===== src/rtl/seq_pkg.sv =====
package seq_pkg;
  typedef enum logic [2:0] {
    PH_FETCH = 3'd0, PH_DEC = 3'd1, PH_EA = 3'd2,
    PH_OPND  = 3'd3, PH_EXEC = 3'd4, PH_STORE = 3'd5
  } phase_e;

  typedef enum logic [3:0] {
    ST_F_MAR, ST_F_INC, ST_F_RD, ST_F_IR,
    ST_DEC, ST_EA, ST_OPND, ST_EXEC, ST_STORE
  } step_e;

  typedef enum logic [1:0] {CL_OPER, CL_MOVE, CL_CTRL} cls_e;

  localparam logic [3:0] OP_BRA = 4'h0;
  localparam logic [3:0] OP_ADD = 4'h1;
  localparam logic [3:0] OP_LD  = 4'h2;
  localparam logic [3:0] OP_ST  = 4'h3;
  localparam logic [3:0] OP_AND = 4'h5;
  localparam logic [3:0] OP_NOT = 4'h9;
  localparam logic [3:0] OP_JMP = 4'hC;

  function automatic phase_e step_phase(step_e s);
    case (s)
      ST_DEC:   return PH_DEC;
      ST_EA:    return PH_EA;
      ST_OPND:  return PH_OPND;
      ST_EXEC:  return PH_EXEC;
      ST_STORE: return PH_STORE;
      default:  return PH_FETCH;
    endcase
  endfunction

  function automatic cls_e op_class(logic [3:0] op);
    case (op)
      OP_LD, OP_ST:   return CL_MOVE;
      OP_BRA, OP_JMP: return CL_CTRL;
      default:        return CL_OPER;
    endcase
  endfunction
endpackage


===== src/rtl/seq_alu.sv =====
module seq_alu
  import seq_pkg::*;
#(
  parameter int DW = 16
) (
  input  logic [3:0]    op_i,
  input  logic [DW-1:0] a_i,
  input  logic [DW-1:0] b_i,
  output logic [DW-1:0] y_o
);
  always_comb begin
    case (op_i)
      OP_ADD:  y_o = a_i + b_i;
      OP_AND:  y_o = a_i & b_i;
      OP_NOT:  y_o = ~a_i;
      default: y_o = a_i;
    endcase
  end
endmodule


===== src/rtl/seq_regfile.sv =====
module seq_regfile #(
  parameter int DW   = 16,
  parameter int NREG = 8,
  localparam int RAW = $clog2(NREG)
) (
  input  logic           clk_i,
  input  logic           rst_ni,
  input  logic           we_i,
  input  logic [RAW-1:0] waddr_i,
  input  logic [DW-1:0]  wdata_i,
  input  logic [RAW-1:0] raddr_a_i,
  input  logic [RAW-1:0] raddr_b_i,
  output logic [DW-1:0]  rdata_a_o,
  output logic [DW-1:0]  rdata_b_o
);
  logic [DW-1:0] regs_q [NREG];

  for (genvar g = 0; g < NREG; g++) begin : g_reg
    always_ff @(posedge clk_i or negedge rst_ni) begin
      if (!rst_ni)                            regs_q[g] <= '0;
      else if (we_i && waddr_i == RAW'(g))    regs_q[g] <= wdata_i;
    end
  end

  assign rdata_a_o = regs_q[raddr_a_i];
  assign rdata_b_o = regs_q[raddr_b_i];
endmodule


===== src/rtl/seq_fsm.sv =====
module seq_fsm
  import seq_pkg::*;
(
  input  logic  clk_i,
  input  logic  rst_ni,
  input  logic  rdy_i,
  input  cls_e  cls_i,
  input  logic  is_ld_i,
  output step_e step_o
);
  step_e step_q, step_d;

  always_comb begin
    step_d = step_q;
    case (step_q)
      ST_F_MAR: step_d = ST_F_INC;
      ST_F_INC: step_d = ST_F_RD;
      ST_F_RD:  if (rdy_i) step_d = ST_F_IR;
      ST_F_IR:  step_d = ST_DEC;
      ST_DEC:   step_d = (cls_i == CL_OPER) ? ST_OPND : ST_EA;
      ST_EA:    step_d = (cls_i == CL_MOVE) ? ST_OPND : ST_EXEC;
      ST_OPND: begin
        if (cls_i == CL_OPER)  step_d = ST_EXEC;
        else if (!is_ld_i)     step_d = ST_STORE;
        else if (rdy_i)        step_d = ST_STORE;
      end
      ST_EXEC:  step_d = (cls_i == CL_CTRL) ? ST_F_MAR : ST_STORE;
      ST_STORE: begin
        if (cls_i != CL_MOVE || is_ld_i || rdy_i) step_d = ST_F_MAR;
      end
      default:  step_d = ST_F_MAR;
    endcase
  end

  always_ff @(posedge clk_i or negedge rst_ni) begin
    if (!rst_ni) step_q <= ST_F_MAR;
    else         step_q <= step_d;
  end

  assign step_o = step_q;

  // phase skipping per class
  assert_oper_skip_ea_R6: assert property (@(posedge clk_i) disable iff (!rst_ni)
    (step_q == ST_DEC && cls_i == CL_OPER) |=> step_q == ST_OPND);
  assert_move_skip_ex_R7: assert property (@(posedge clk_i) disable iff (!rst_ni)
    (step_q == ST_OPND && cls_i == CL_MOVE) |=> step_q != ST_EXEC);
  assert_ctrl_skip_R8: assert property (@(posedge clk_i) disable iff (!rst_ni)
    (step_q == ST_EXEC && cls_i == CL_CTRL) |=> step_q == ST_F_MAR);
endmodule


===== src/rtl/instr_seq.sv =====
module instr_seq
  import seq_pkg::*;
#(
  parameter int DW   = 16,
  parameter int NREG = 8,
  localparam int RAW = $clog2(NREG)
) (
  input  logic           clk_i,
  input  logic           rst_ni,
  input  logic           mem_rdy_i,
  input  logic [DW-1:0]  mem_rdata_i,
  output logic           mem_req_o,
  output logic           mem_we_o,
  output logic [DW-1:0]  mem_addr_o,
  output logic [DW-1:0]  mem_wdata_o,
  output logic [2:0]     phase_o,
  output logic [DW-1:0]  pc_o,
  output logic [DW-1:0]  ir_o,
  output logic           rf_we_o,
  output logic [RAW-1:0] rf_waddr_o,
  output logic [DW-1:0]  rf_wdata_o
);
  logic [DW-1:0] pc_q, ir_q, mar_q, mdr_q, ea_q, opa_q, opb_q, res_q;
  logic [DW-1:0] rf_a, rf_b, alu_y, rel_tgt;
  logic [3:0]    opc;
  logic [RAW-1:0] f_rd, f_ra, f_rb;
  cls_e  cls;
  step_e step;
  logic  is_ld, is_st, mdr_ld;

  assign opc     = ir_q[15:12];
  assign f_rd    = ir_q[9+RAW-1:9];
  assign f_ra    = ir_q[6+RAW-1:6];
  assign f_rb    = is_st ? f_rd : ir_q[RAW-1:0];
  assign cls     = op_class(opc);
  assign is_ld   = (opc == OP_LD);
  assign is_st   = (opc == OP_ST);
  assign rel_tgt = pc_q + {{(DW-9){ir_q[8]}}, ir_q[8:0]};

  seq_fsm u_fsm (
    .clk_i, .rst_ni, .rdy_i(mem_rdy_i), .cls_i(cls), .is_ld_i(is_ld), .step_o(step)
  );

  seq_regfile #(.DW(DW), .NREG(NREG)) u_rf (
    .clk_i, .rst_ni, .we_i(rf_we_o), .waddr_i(rf_waddr_o), .wdata_i(rf_wdata_o),
    .raddr_a_i(f_ra), .raddr_b_i(f_rb), .rdata_a_o(rf_a), .rdata_b_o(rf_b)
  );

  seq_alu #(.DW(DW)) u_alu (.op_i(opc), .a_i(opa_q), .b_i(opb_q), .y_o(alu_y));

  assign mdr_ld = (step == ST_F_RD && mem_rdy_i) ||
                  (step == ST_OPND && cls == CL_MOVE && (!is_ld || mem_rdy_i));

  always_ff @(posedge clk_i or negedge rst_ni) begin
    if (!rst_ni) begin
      pc_q <= '0; ir_q <= '0; mar_q <= '0; mdr_q <= '0;
      ea_q <= '0; opa_q <= '0; opb_q <= '0; res_q <= '0;
    end else begin
      case (step)
        ST_F_MAR: mar_q <= pc_q;
        ST_F_INC: pc_q  <= pc_q + 1'b1;
        ST_F_RD:  if (mem_rdy_i) mdr_q <= mem_rdata_i;
        ST_F_IR:  ir_q  <= mdr_q;
        ST_EA: begin
          ea_q <= (opc == OP_JMP) ? rf_a : rel_tgt;
          if (cls == CL_MOVE) mar_q <= rel_tgt;
        end
        ST_OPND: begin
          if (cls == CL_OPER) begin
            opa_q <= rf_a;
            opb_q <= rf_b;
          end else if (is_ld) begin
            if (mem_rdy_i) mdr_q <= mem_rdata_i;
          end else begin
            mdr_q <= rf_b;
          end
        end
        ST_EXEC: begin
          if (cls == CL_OPER) res_q <= alu_y;
          else                pc_q  <= ea_q;
        end
        default: ;
      endcase
    end
  end

  assign mem_req_o   = (step == ST_F_RD) || (step == ST_OPND && is_ld) ||
                       (step == ST_STORE && is_st);
  assign mem_we_o    = (step == ST_STORE) && is_st;
  assign mem_addr_o  = mar_q;
  assign mem_wdata_o = mdr_q;
  assign phase_o     = step_phase(step);
  assign pc_o        = pc_q;
  assign ir_o        = ir_q;
  assign rf_we_o     = (step == ST_STORE) && (cls == CL_OPER || is_ld);
  assign rf_waddr_o  = f_rd;
  assign rf_wdata_o  = (cls == CL_OPER) ? res_q : mdr_q;

  assert_pc_step_R2: assert property (@(posedge clk_i) disable iff (!rst_ni)
    (step == ST_F_INC) |=> pc_q == $past(pc_q) + 1'b1);
  assert_ir_copy_R2: assert property (@(posedge clk_i) disable iff (!rst_ni)
    (step == ST_F_IR) |=> ir_q == $past(mdr_q));
  assert_read_hold_R3: assert property (@(posedge clk_i) disable iff (!rst_ni)
    (mem_req_o && !mem_we_o && !mem_rdy_i) |=> mem_req_o && !mem_we_o && $stable(mar_q));
  assert_mdr_before_we_R4: assert property (@(posedge clk_i) disable iff (!rst_ni)
    $rose(mem_we_o) |-> $past(mdr_ld));
  assert_write_hold_R4: assert property (@(posedge clk_i) disable iff (!rst_ni)
    (mem_we_o && !mem_rdy_i) |=> mem_we_o && $stable(mdr_q) && $stable(mar_q));
  assert_we_store_only_R4: assert property (@(posedge clk_i) disable iff (!rst_ni)
    mem_we_o |-> (phase_o == PH_STORE) && mem_req_o);
endmodule


===== config.mk =====
export PLATFORM = sky130hd
export DESIGN_NAME = instr_seq
export DESIGN_NICKNAME = d
export VERILOG_FILES = /design/src/rtl/seq_pkg.sv /design/src/rtl/seq_alu.sv /design/src/rtl/seq_regfile.sv /design/src/rtl/seq_fsm.sv /design/src/rtl/instr_seq.sv
export SDC_FILE = /design/constraint.sdc
export NUM_CORES = 1
export LEC_CHECK = 0
export ABC_AREA = 1
export BUFFER_PORTS_ARGS = -buffer_cell sky130_fd_sc_hd__buf_2
export CORE_ASPECT_RATIO = 1.4
export CORE_MARGIN = 1
export CORE_UTILIZATION = 46
export CTS_CLUSTER_SIZE = 10
export DETAILED_ROUTE_END_ITERATION = 6
export PLACE_DENSITY = 0.71
export SLEW_MARGIN = 20
export SYNTH_ARGS = -nofsm -noshare
export SYNTH_HDL_FRONTEND = slang
export SYNTH_SLANG_ARGS = --single-unit

===== constraint.sdc =====
create_clock -name clk_i -period 3.45 [get_ports clk_i]
set_clock_uncertainty 0.05 [all_clocks]
set_input_delay 0.5175 -clock clk_i [delete_from_list [all_inputs] [get_ports clk_i]]
set_output_delay 0.5175 -clock clk_i [all_outputs]
set_load 0.01 [all_outputs]

# Word level (Yosys, flattened, before mapping)
# Cells that the tools add are included.
# totals
reg_bits,260
latch_bits,0
ramBits,0
romBits,0
output_inout_bits,89
wordCells,116
mem_count,0
# op_classes
add_sub_neg,3
multipliers,0
n_div,0
magnitude_cmp,2
eq_ne,30
shift,0
n_mux,29
bitwise_logic,4
n_reduce_logical,31
# op_table
cell,count
16-bit 2-to-1 mux,11
16-bit binary-select mux with 3-bit select,2
16-bit case mux with 2 select lines,3
16-bit case mux with 3 select lines,1
4-bit case mux with 9 select lines,1
16-bit adder,2
4-bit 2-to-1 mux,6
"4-bit by 3-bit equality test with 1-bit output, second input constant",5
"16-bit by 1-bit adder with 16-bit output, second input constant",1
16-bit bitwise AND,1
"4-bit by 2-bit equality test with 1-bit output, second input constant",4
16-bit inverter,1
3-bit case mux with 5 select lines,1
"3-bit equality test, second input constant",4
"4-bit equality test, second input constant",3
1-bit logical AND,11
2-bit AND reduction,5
"4-bit by 1-bit equality test with 1-bit output, second input constant",2
"4-bit greater-or-equal comparator, second input constant",2
4-bit zero test,2
"2-bit inequality test, second input constant",4
3-bit inverter with 4-bit output,2
"3-bit by 2-bit equality test with 1-bit output, second input constant",2
2-bit nonzero test,3
other kinds (14),20

# Longest topological paths before layout
# depth
ltp_word,9
depth_mapped,14
depth_no_buf,14

# Cells and area by module
# From an unflattened synthesis, not the netlist that was laid out.
# hier_totals
hier_cells,2501
hier_area_um2,16450.8
# by_module_without_submodules
module,instances,cells_per_inst,area_each_um2,seq_area_each_um2
seq_regfile,1,1165,7490.9,3203.1
instr_seq,1,1009,7226.9,3203.1
seq_alu,1,266,1353.8,0.0
seq_fsm,1,61,379.1,100.1

# Least setup slack after synthesis
# OpenSTA, ideal clock, no wires.
# synth_path
kind,reg-to-output
start,reg ir_q[15] (netlist: ir_o[15])
end,out rf_wdata_o[10]
arrival_ns,1.523
t_required_ns,2.882
setup_slack_ns,1.360
path_stages_with_launch,9
n_path_buf,1
path_cell_list,dfrtp_1 -> nor2_4 -> inv_2 -> nor2_1 -> inv_2 -> nand2_4 -> inv_2 -> buf_4 -> o21ai_2
# synth_via
elab_chain_cells,5
elab_cells_between_ends,9
cone_classes,eq/ne: 3; mux: 2; reduce/logical: 4
# synth_lines
element,line_no,source
start: declaration,instr_seq.sv:23,"logic [DW-1:0] pc_q, ir_q, mar_q, mdr_q, ea_q, opa_q, opb_q, res_q;"
start signal: assignment,instr_seq.sv:63,ST_F_IR: ir_q <= mdr_q;
"4-bit equality test, or another cell as far along",seq_pkg.sv:34,case (op)
2-bit OR reduction,seq_pkg.sv:34,
2-bit case mux with 2 select lines *,seq_pkg.sv:34,
2-bit zero test *,instr_seq.sv:97,assign rf_wdata_o = (cls == CL_OPER) ? res_q : mdr_q;
16-bit 2-to-1 mux *,instr_seq.sv:97,
end: declaration,instr_seq.sv:21,output logic [DW-1:0] rf_wdata_o
# Every way passes the cells marked *; elsewhere a longest branch is shown, timed or not.

# Final worst setup path
# layout_path
start,reg ir_q[14] (netlist: ir_o[14])
end,out rf_wdata_o[5]
# The elaborated chain is that of the path after synthesis.

==> metrics <==
run status=complete, no violations; crit path time final=3350 ps; Setup CP Type=reg -> out; root buffer cell=clkbuf_16; initial antenna violation count=1; DRT Pass-1 Iters=6; detailed-route DRC error count=0; Register Area=6510 µm²; Critical Path Start=ir_o[14]; multiplexer share of the synthesized area=0.284%; CTS Buf Count=30; Yosys warnings=0; average cell area after synthesis=6.94 µm²; worst hold start=mem_rdata_i[11]; dominant cells by area after synthesis=dfrtp_1, nand2_1, a21oi_1; Post-CTS Resized=0; full die area=35,200 µm²; # port buffers=107; Area growth syn-to-layout=11.4%; synthesized instance count=2,281; post-synthesis adder-cell area fraction=2.78%; Worst Tran Pin Value=1030 ps; core area=34,000 µm²; RSZ-0062 raised after global routing=no; Yosys top cell area share=41.1%; number of synthesized flops with an enable pin=0; Synth top cells by count=nand2_1, inv_1, dfrtp_1; DR iter-0 viols=1,615; Clk Latency, worst-skew pair=580 ps; # rows=80; r2r startpoint=ir_o[15]; first-pass GRT wire length=85,500 µm; Worst slew margin=31.5%; Vias=16.1k; die height=222 µm; Slew Limit Fails=0; Via density=5.73; Synth Cell Area=15,800 µm²; Post-synth top flop=dfrtp_1; number of diodes=0; Clock Sinks=260; post-synthesis xor/xnor area fraction=0.332%; Routed WL per cell=19.7 µm; main combinational cell family by area after synthesis=simple AND/OR/NAND/NOR gates; Ports=108; leading area contributor after synthesis=dfrtp_1; Global Route Usage Sum=31.3%; number of fill cells=3,393; Startpoint Class=flop; CP required=2880 ps; Placer Congestion=0.945; syn nets=2,334; final hold vios=0; share of cells above drive strength 1=10.2%; hold_ws=310 ps; vias in the first global route=15.5k; TritonCTS clock tree=yes; max-cap violations=0; static leakage=0.00917 µW; detailed-placement wirelength estimate=38,600 µm; period utilisation layout=97.0%; Synth cell types=45; Final nets=2,402; Clock transition at path regs=60 ps; Max Root-Sink Buffers=3; multi-input gate area in the final layout=7780 µm²; Worst Setup End Kind=primary output; register area share after synthesis=41.1%; setup tns final=0 ps; Cell Pwr Density=1010 nW/µm²; largest net degree at the start of global routing=88; worst hold-check path type=in -> reg; WL final=55,300 µm; endpoints failing setup=0; crit path max fanout=26; Compound-Gate Fraction of Synth Area=17.8%; Max Fclk=299 MHz; antenna viol nets, final=0; Initial Util=46.5%; number of synthesized register bits=260; die width=159 µm; total grt overflow=0; final core occ=51.8%; WP data arrival=2780 ps; top-count cell post-synth=nand2_1; simple-gate share of the synthesized area=27.8%; fraction of registers with async set/reset=100%; VDD IR max=0.000541 V; Clock H-tree levels=1
-- cell usage in the layout, fill, tap and decap left out, drive strengths merged, types with 4 or more instances in the layout --
cell	instances
ha	32
nand2	602
nand3b	7
o22ai	9
o21a	8
buf	152
nand3	214
a21oi	255
mux2	4
clkbuf	34
o21ai	223
o211ai	10
a31oi	9
nor2	199
nand4	17
dfrtp	260
xnor2	4
inv	278
nor3	12
-- power breakdown --
part | leakage, µW | internal [µW] | switching [µW] | total, µW
sequential | 0.00344 | 4030 | 899 | 4930
combinational | 0.00534 | 3010 | 7020 | 10000
clock | 0.000393 | 1580 | 1260 | 2840
-- stage by stage --
step / setup slack [ps] / cell area [µm²] / cells / power [µW]
6_report: 103 / 17600 / 2804 / 17800
5_1_grt: 16.1 / 17600 / 2804 / 19000
4_1_cts: 135 / 17600 / 2804 / 17600
3_5_place_dp: 749 / 16800 / 2767 / 14700
3_3_place_gp: 825 / 16800 / 2767 / 14500
2_1_floorplan: 1360 / 15800 / 2281 / 11200
-- sequential cells by signal (all words and copies together), names as in the netlist --
register	flops
opb_q	16
ea_q	16
opa_q	16
mem_wdata_o	16
u_fsm.step_o	4
pc_o	16
res_q	16
ir_o	16
u_rf.regs_q	128
mem_addr_o	16
-- timing repair --
| action | 4_1_cts | 5_1_grt |
|---|---|---|
| buffers inserted | 0 | 0 |
| hold buffers | 1 | 0 |
| endpoints found under the hold margin | 72 | 0 |
-- kinds of logic after synthesis --
logic type	Yosys count
and+or+nand+nor	1056
AOI/OAI and AO/OA	525
buffers and inverters	396
DFF	260
adders and majority gates	34
xor gates and xnor gates	6
muxes	4
-- final cells by class --
cell class	instances	area share, %
sequential	260	36.9
inverter	279	5.94
tap	451	3.20
clock inverter	2	0.135
clock buffer	34	4.46
multi-input combinational	1625	44.1
timing repair buffer	153	5.28
-- routing by layer --
layer  GRT usage, %  share of wire [%]
met2           50.7                 46
met4           22.6                7.4
met3           4.12                7.9
met5              0              0.020
met1           38.4                 39
-- worst paths after layout --
| path | end | slack (ps) | cells after the start |
|---|---|---|---|
| min in group asynchronous | res_q[4] | 470 | 2 |
| setup reg to reg | opa_q[6] | 760 | 9 |
| setup / recovery | rf_wdata_o[5] | 100 | 8 |
| hold reg to reg | mem_addr_o[12] | 420 | 2 |
| max in group asynchronous | u_rf.regs_q[127] | 1930 | 3 |
| hold / removal | mem_wdata_o[11] | 310 | 5 |
-- critical path: stages (launching register included) --
cell	delay, ps
dfrtp_1	450
nand2_1	130
inv_1	70
o21ai_2	180
nand2_4	180
inv_2	570
nand2_1	180
o21ai_2	210
buf_2	230
Power figures use the tool's default switching activity.
